`src/rtl/bar_window_decoder.sv`:
```
module bar_window_decoder #(
  parameter int NBAR = 6,
  parameter logic [NBAR:0] REG_IS_IO = 7'b0001001,
  parameter logic [5*(NBAR+1)-1:0] REG_LOG2 = {5'd16, 5'd31, 5'd4, 5'd8, 5'd20, 5'd12, 5'd4},
  parameter logic [5:0] CMD_IDX = 6'd1,
  parameter logic [5:0] BAR_IDX0 = 6'd4,
  parameter logic [5:0] ROM_IDX = 6'd12
) (
  input  logic                     clk,
  input  logic                     rst_n,
  input  logic                     cfg_we,
  input  logic [5:0]               cfg_idx,
  input  logic [31:0]              cfg_wdata,
  output logic [31:0]              cfg_rdata,
  input  logic [31:0]              lk_addr,
  input  logic                     lk_io,
  output logic [32*(NBAR+1)-1:0]   win_base,
  output logic [NBAR:0]            win_valid,
  output logic [NBAR:0]            win_hit,
  output logic                     win_chg
);
  localparam int NREG = NBAR + 1;
  localparam int ROM = NBAR;

  logic [2:0] cmd_q;
  logic [32*NREG-1:0] base_nx;
  logic [NREG-1:0] valid_nx;
  logic [31:0] rd_arr [NREG];

  always_ff @(posedge clk) begin
    if (!rst_n) cmd_q <= '0;
    else if (cfg_we && cfg_idx == CMD_IDX) cmd_q <= cfg_wdata[2:0];
  end

  for (genvar g = 0; g < NREG; g++) begin : g_reg
    localparam logic [31:0] SZM1 = 32'((64'd1 << REG_LOG2[5*g +: 5]) - 64'd1);
    localparam logic IS_IO = (g == ROM) ? 1'b0 : REG_IS_IO[g];
    localparam logic [31:0] WMASK = ~SZM1 | ((g == ROM) ? 32'd1 : 32'd0);
    localparam logic [5:0] IDX = (g == ROM) ? ROM_IDX : BAR_IDX0 + 6'(g);

    logic [31:0] reg_q;
    logic [31:0] eff;
    logic [32:0] last;
    logic range_ok;
    logic gate;

    always_ff @(posedge clk) begin
      if (!rst_n) reg_q <= '0;
      else if (cfg_we && cfg_idx == IDX) reg_q <= cfg_wdata & WMASK;
    end

    assign rd_arr[g] = (cfg_idx == IDX) ? (reg_q | {31'b0, IS_IO}) : 32'd0;
    assign eff  = reg_q & ~SZM1;
    assign last = {1'b0, eff} + {1'b0, SZM1};

    if (IS_IO) begin : g_io
      assign range_ok = (eff != 0) && !last[32] && (last[31:0] > eff) && (last < 33'h10000);
      assign gate = cmd_q[0];
    end else begin : g_mem
      assign range_ok = (eff != 0) && !last[32] && (last[31:0] > eff) && (last[31:0] != 32'hFFFF_FFFF);
      assign gate = cmd_q[1] && ((g != ROM) || reg_q[0]);
    end

    assign base_nx[32*g +: 32] = eff;
    assign valid_nx[g] = range_ok && gate;
    assign win_hit[g] = win_valid[g] && (lk_io == IS_IO) &&
                        ((lk_addr & ~SZM1) == win_base[32*g +: 32]);

    p_hit_range_r8: assert property (@(posedge clk) disable iff (!rst_n)
      win_hit[g] |-> (lk_addr >= win_base[32*g +: 32]) &&
                     ({1'b0, lk_addr} <= {1'b0, win_base[32*g +: 32]} + {1'b0, SZM1}) &&
                     (lk_io == IS_IO));

    if (IS_IO) begin : g_io_chk
      p_io_gate_r4: assert property (@(posedge clk) disable iff (!rst_n)
        win_valid[g] |-> $past(cmd_q[0]));
      p_io_limit_r5: assert property (@(posedge clk) disable iff (!rst_n)
        win_valid[g] |-> (win_base[32*g +: 32] != 0) &&
                         ({1'b0, win_base[32*g +: 32]} + {1'b0, SZM1} < 33'h10000));
    end else begin : g_mem_chk
      p_mem_gate_r4: assert property (@(posedge clk) disable iff (!rst_n)
        win_valid[g] |-> $past(cmd_q[1]));
      p_mem_ok_r6: assert property (@(posedge clk) disable iff (!rst_n)
        win_valid[g] |-> (win_base[32*g +: 32] != 0) &&
                         (win_base[32*g +: 32] + SZM1 != 32'hFFFF_FFFF));
    end

    if (g == ROM) begin : g_rom_chk
      p_rom_en_r3: assert property (@(posedge clk) disable iff (!rst_n)
        win_valid[g] |-> $past(reg_q[0]));
    end
  end

  always_comb begin
    cfg_rdata = (cfg_idx == CMD_IDX) ? {29'b0, cmd_q} : 32'd0;
    for (int i = 0; i < NREG; i++) cfg_rdata = cfg_rdata | rd_arr[i];
  end

  always_ff @(posedge clk) begin
    if (!rst_n) begin
      win_base  <= '0;
      win_valid <= '0;
      win_chg   <= 1'b0;
    end else begin
      win_base  <= base_nx;
      win_valid <= valid_nx;
      win_chg   <= (base_nx != win_base) || (valid_nx != win_valid);
    end
  end

  p_chg_cause_r9: assert property (@(posedge clk) disable iff (!rst_n)
    win_chg |-> (win_base != $past(win_base)) || (win_valid != $past(win_valid)));
endmodule

```
`config.mk`:
```
export PLATFORM = sky130hd
export DESIGN_NAME = bar_window_decoder
export DESIGN_NICKNAME = d
export VERILOG_FILES = /design/src/rtl/bar_window_decoder.sv
export SDC_FILE = /design/constraint.sdc
export NUM_CORES = 1
export LEC_CHECK = 0
export ABC_AREA = 1
export CAP_MARGIN = 20
export CORE_UTILIZATION = 54
export CTS_CLUSTER_SIZE = 16
export DETAILED_ROUTE_END_ITERATION = 12
export PLACE_DENSITY = 0.95
export SKIP_LAST_GASP = 1
export SLEW_MARGIN = 5
export SYNTH_ARGS = -nofsm -noshare
export SYNTH_HDL_FRONTEND = slang
export SYNTH_SLANG_ARGS = --single-unit
```
`constraint.sdc`:
```
create_clock -name clk -period 2.63 [get_ports clk]
set_input_delay 0.263 -clock clk [delete_from_list [all_inputs] [get_ports clk]]
set_output_delay 0.263 -clock clk [all_outputs]
set_load 0.05 [all_outputs]
```
Word level (Yosys, flattened, before mapping). Cells that the tools add are included.

Bits in registers: 365. Logic and storage cells: 131.

$add $sub $neg: 7. Order comparisons: 9. Equality and inequality tests: 22. Mux-type cells: 8. Bitwise gates (word level): 8. Reductions and logical operators: 65.

Operator list (count): $eq 32x32->1 (7); $gt 32x32->1 (7); $mux 32 (7); $ne 224x224->1 (1); $or 32x32->32 (6); $reduce_bool 32->1 (6); $ne 32x32->1 const B (5); $add 32x4->33 const B (2); $lt 33x17->1 const B (2); $logic_and 1x1->1 (51); $add 32x12->33 const B (1); $add 32x16->33 const B (1); $add 32x20->33 const B (1); $add 32x31->33 const B (1); $add 32x8->33 const B (1); $or 3x32->32 (1); $eq 6x3->1 const B (4); $eq 6x4->1 const B (3); $logic_not 1->1 (7); $ne 7x7->1 (1); $eq 6x1->1 const B (1); $mux 3 (1); $logic_or 1x1->1 (1); $not 1->1 (1).

Logic depth before layout (Yosys ltp).
Depth in word-level cells: 9. Gate-level depth with buffers: 12. Depth with buffers taken out: 12.

Worst setup path before layout. OpenSTA, ideal clock, no wires.

Path type: register -> output. Start: register win_base[92]. End: output port win_hit[2]. Arrival: 2.676 ns. Slack: -0.309 ns. Stages on the path, launching flop included: 6. Path buffers: 0. Path through: dfxtp_1 inv_1 nand2_1 o2111ai_1 or3_1 nor4_1.

Longest elaborated chain between the ends: 2.

RTL lines: start, declared (line 17) `output logic [32*(NBAR+1)-1:0] win_base,`; start signal, assigned (line 105) `win_base <= base_nx;`; $eq 32x32->1 (line 67) `((lk_addr & ~SZM1) == win_base[32*g +: 32]);`; $logic_and 1x1->1 (line 66) `assign win_hit[g] = win_valid[g] && (lk_io == IS_IO) &&`; end, declared (line 19) `output logic [NBAR:0] win_hit,`.

Every way passes these cells.

Worst setup path in the final report.
Start: input port cfg_idx[0]. End: output port cfg_rdata[16].

Longest elaborated chain between the ends: 9.

RTL lines: start, declared (line 12) `input logic [5:0] cfg_idx,`; $eq 6x3->1 (line 52) `assign rd_arr[g] = (cfg_idx == IDX) ? (reg_q | {31'b0, IS_IO}) : 32'd0;`; $mux 32 (line 52); $or 3x32->32 (line 96) `for (int i = 0; i < NREG; i++) cfg_rdata = cfg_rdata | rd_arr[i];`; $or 32x32->32 (5 in a row) (line 96); $or 32x32->32 * (line 96); end, declared (line 14) `output logic [31:0] cfg_rdata,`.

Every way passes the cells marked *; elsewhere a longest branch is shown, timed or not.

==> summary.txt <==
Synthesis
  • EDFF count, synth: 0
  • Synth Area in Adders: 0
  • Main combinational cell family by area after synthesis: simple AND/OR/NAND/NOR gates
  • Multiplexer share of the synthesized area: 0
  • Synth top cells by count: nand2_1 (362), nor2_1 (277), dfxtp_1 (269)
  • Synth warn: 0
  • Yosys top cell by area: dfxtp_1
  • Post-Synth Simple-Gate Area: 0.225
  • Sequential-to-total area share from yosys stat: 0.386
  • Post-synthesis compound-gate area fraction: 0.149
  • Xor and xnor area share after synthesis: 0.0966
  • Cell with the most instances after synthesis: nand2_1
  • Synth Flop Type: dfxtp_1
  • Synth area leaders: dfxtp_1 (39%), nand2_1 (9.7%), xnor2_1 (8.3%)
  • Mapped Area: 0.0140 mm2
  • FF+latch count, synth: 269
  • Mean Syn Cell Area: 7.08 um2
  • Synth cell types: 38
  • Synth top area share: 0.386
  • Post-Syn Instances: 1,972
  • Synth async-reset ratio: 0

STA
  • Hold Fails Final Rpt: 0
  • Slew Limit Fails: 0
  • Setup Viol. Count Final: 1
  • Actual slew at the worst max-slew pin: 0.712 ns
  • Fin crit share: 1.00
  • Minimum clock period: 2.63 ns
  • Worst setup margin: -0.00465 ns
  • RSZ-0062 raised after global routing: yes
  • Clock skew: 0.0203 ns
  • Setup total negative slack: -0.00465 ns
  • Fmax: 380 MHz
  • Rel. slew slack: 0.525

Place
  • Placement Setup Slack: 0.0731 ns
  • Port bufs: 241
  • Gpl congestion: 1.04
  • Post-DP HPWL: 43,500 um
  • Post-DP Area: 0.0172 mm2

Global route
  • Initial antenna violation count: 0
  • Global-route wire length before repair: 83,600 um
  • Grt total ovfl: 0
  • All-Layer GR Usage: 0.429
  • Vias in the first global route: 13.7k
  • Largest net degree at the start of global routing: 82

Worst setup path
  • WP data required: 2.37 ns
  • CP Data Arrival Time: 2.37 ns
  • Worst path max stage delay: 0.62 ns
  • Setup crit start kind: input pin
  • Critical-path cell list: clkdlybuf4s50_1, nor2_2, nand2_2, nor2_2, buf_4, a221oi_1, o221ai_1, buf_12
  • Crit Path Max Fanout: 9
  • Crit Path Category: in -> out
  • Slowest stage cell, crit path: clkdlybuf4s50_1
  • Most used cell, CP: nor2_2
  • Crit. End Element: primary output

Final layout
  • Nets: 2,318
  • Fraction of layout cells with a size suffix above 1: 0.0800
  • Post-route cell area: 0.0181 mm2
  • Layout area overhead: 29.8%
  • Final core occ: 0.717

Die
  • Core area: 0.0253 mm2
  • Die Width: 163 um
  • # IOs: 345
  • Die area: 0.0265 mm2
  • Row count: 58
  • Die Ht: 163 um
  • Initial Util: 0.553

Routing
  • WL final: 57,800 um
  • Routed WL per cell: 22.3 um
  • Met2 wire length: 24,200 um
  • Met1 Wirelength: 20,900 um
  • Routed vias: 15.0k
  • Routed Antenna Nets: 0
  • Top sig layer: met4
  • Drt first pass iters: 12
  • Initial DRC count: 2,495
  • Residual DRC count: 0
  • DR vias/cell: 5.77
  • Met3 WL: 7850 um

Clock tree
  • CTS tree: yes
  • # clock sinks: 269
  • Clock Path Buffers: 3
  • CTS root buf: clkbuf_16
  • Clock Latency Late Sink: 0.55 ns
  • Num CTS Buffers: 27
  • Htree depth: 1
  • Clock Pin Slew Worst Setup and Hold Paths: 0.06 ns

Job
  • Max-cap violation count: 0

Power and ir drop
  • Tot Pwr: 9.25 mW
  • Peak VDD IR: 0.372 mV
  • PwrDens: 511 mW/mm2
  • Pleak: 8.31 nW

Outcome
  • Status: finished, violations left
  • Failing checks: negative setup slack

Hold path
  • Hold Crit Class: in -> reg
## repair_timing
action,in CTS,in global routing
endpoints found under the setup margin,0,4
hold endpoints to repair,0,0
hold buffers,0,0
gates resized for setup,0,5
buffers inserted,0,2
## sequential cells by signal, summed over array words and instances (netlist names)
name / cells
win_chg: 1
cmd_q: 3
g.reg_q: 130
win_base: 129
win_valid: 6
## critical path, delay by kind of cell
kind | cells | cell delay (ns)
and+or+nand+nor | 3 | 0.31
AOI/OAI and AO/OA | 2 | 0.76
buffers and inverters | 3 | 1.03
## per-stage QoR
stage	cells	hold slack (ns)
floorplan	2069	0.398
global placement	2543	0.431
detailed placement	2543	0.442
CTS	2591	0.159
global route	2593	0.198
finish	2594	0.158
## per-layer routing
metal / vias to the layer above / global-route usage
met2: 1271 / 0.638
met1: 6774 / 0.548
li1: 6665 / -
met3: 267 / 0.0886
met4: 0 / 0.316
met5: - / 0
## final timing paths
kind / startpoint / to / slack [ns] / depth (start not counted)
worst max-delay path: cfg_idx[0] / cfg_rdata[16] / -0.005 / 8
worst min register to register: g_reg[0].reg_q[16]$_SDFFE_PN0P_ / win_base[16]$_SDFF_PN0_ / 0.46 / 2
worst max register to register: win_base[107]$_SDFF_PN0_ / win_chg$_SDFF_PN0_ / 0.48 / 10
worst min-delay path: rst_n / win_base[191]$_SDFF_PN0_ / 0.16 / 3
## cells in the final DEF (no fill, tap or decap), types with 49 or more instances in the layout
cell type / count
nand3_1: 49
a21oi_1: 84
nor2_1: 277
clkdlybuf4s50_1: 202
nand2_1: 362
buf_4: 56
o21ai_0: 160
xnor2_1: 132
inv_1: 250
dfxtp_1: 269
buf_12: 49
conb_1: 98
## kinds of logic (layout without fill, tap and decap cells)
| logic type | after synthesis | after routing |
|---|---|---|
| flops | 269 | 269 |
| simple gates | 760 | 760 |
| buf+inv | 427 | 621 |
| xor+xnor | 154 | 154 |
| other cells | 1 | 99 |
| compound gates | 361 | 361 |
## cell type report
type	instances	area, um2
diodes	1	2.50
clock buffers	42	852
clock inverters	6	58.8
fillers	1926	7140
inverters	264	998
multi-input cells	1373	6960
flip-flops and latches	269	5390
well taps	330	413
repair buffers	309	3450
## power breakdown
group	leakage, nW	switching (mW)	internal, mW
registers	2.17	0.0419	4.10
clock network	0.457	1.66	2.31
logic	5.69	0.852	0.287
total	8.31	2.56	6.70
Power figures use the tool's default switching activity.
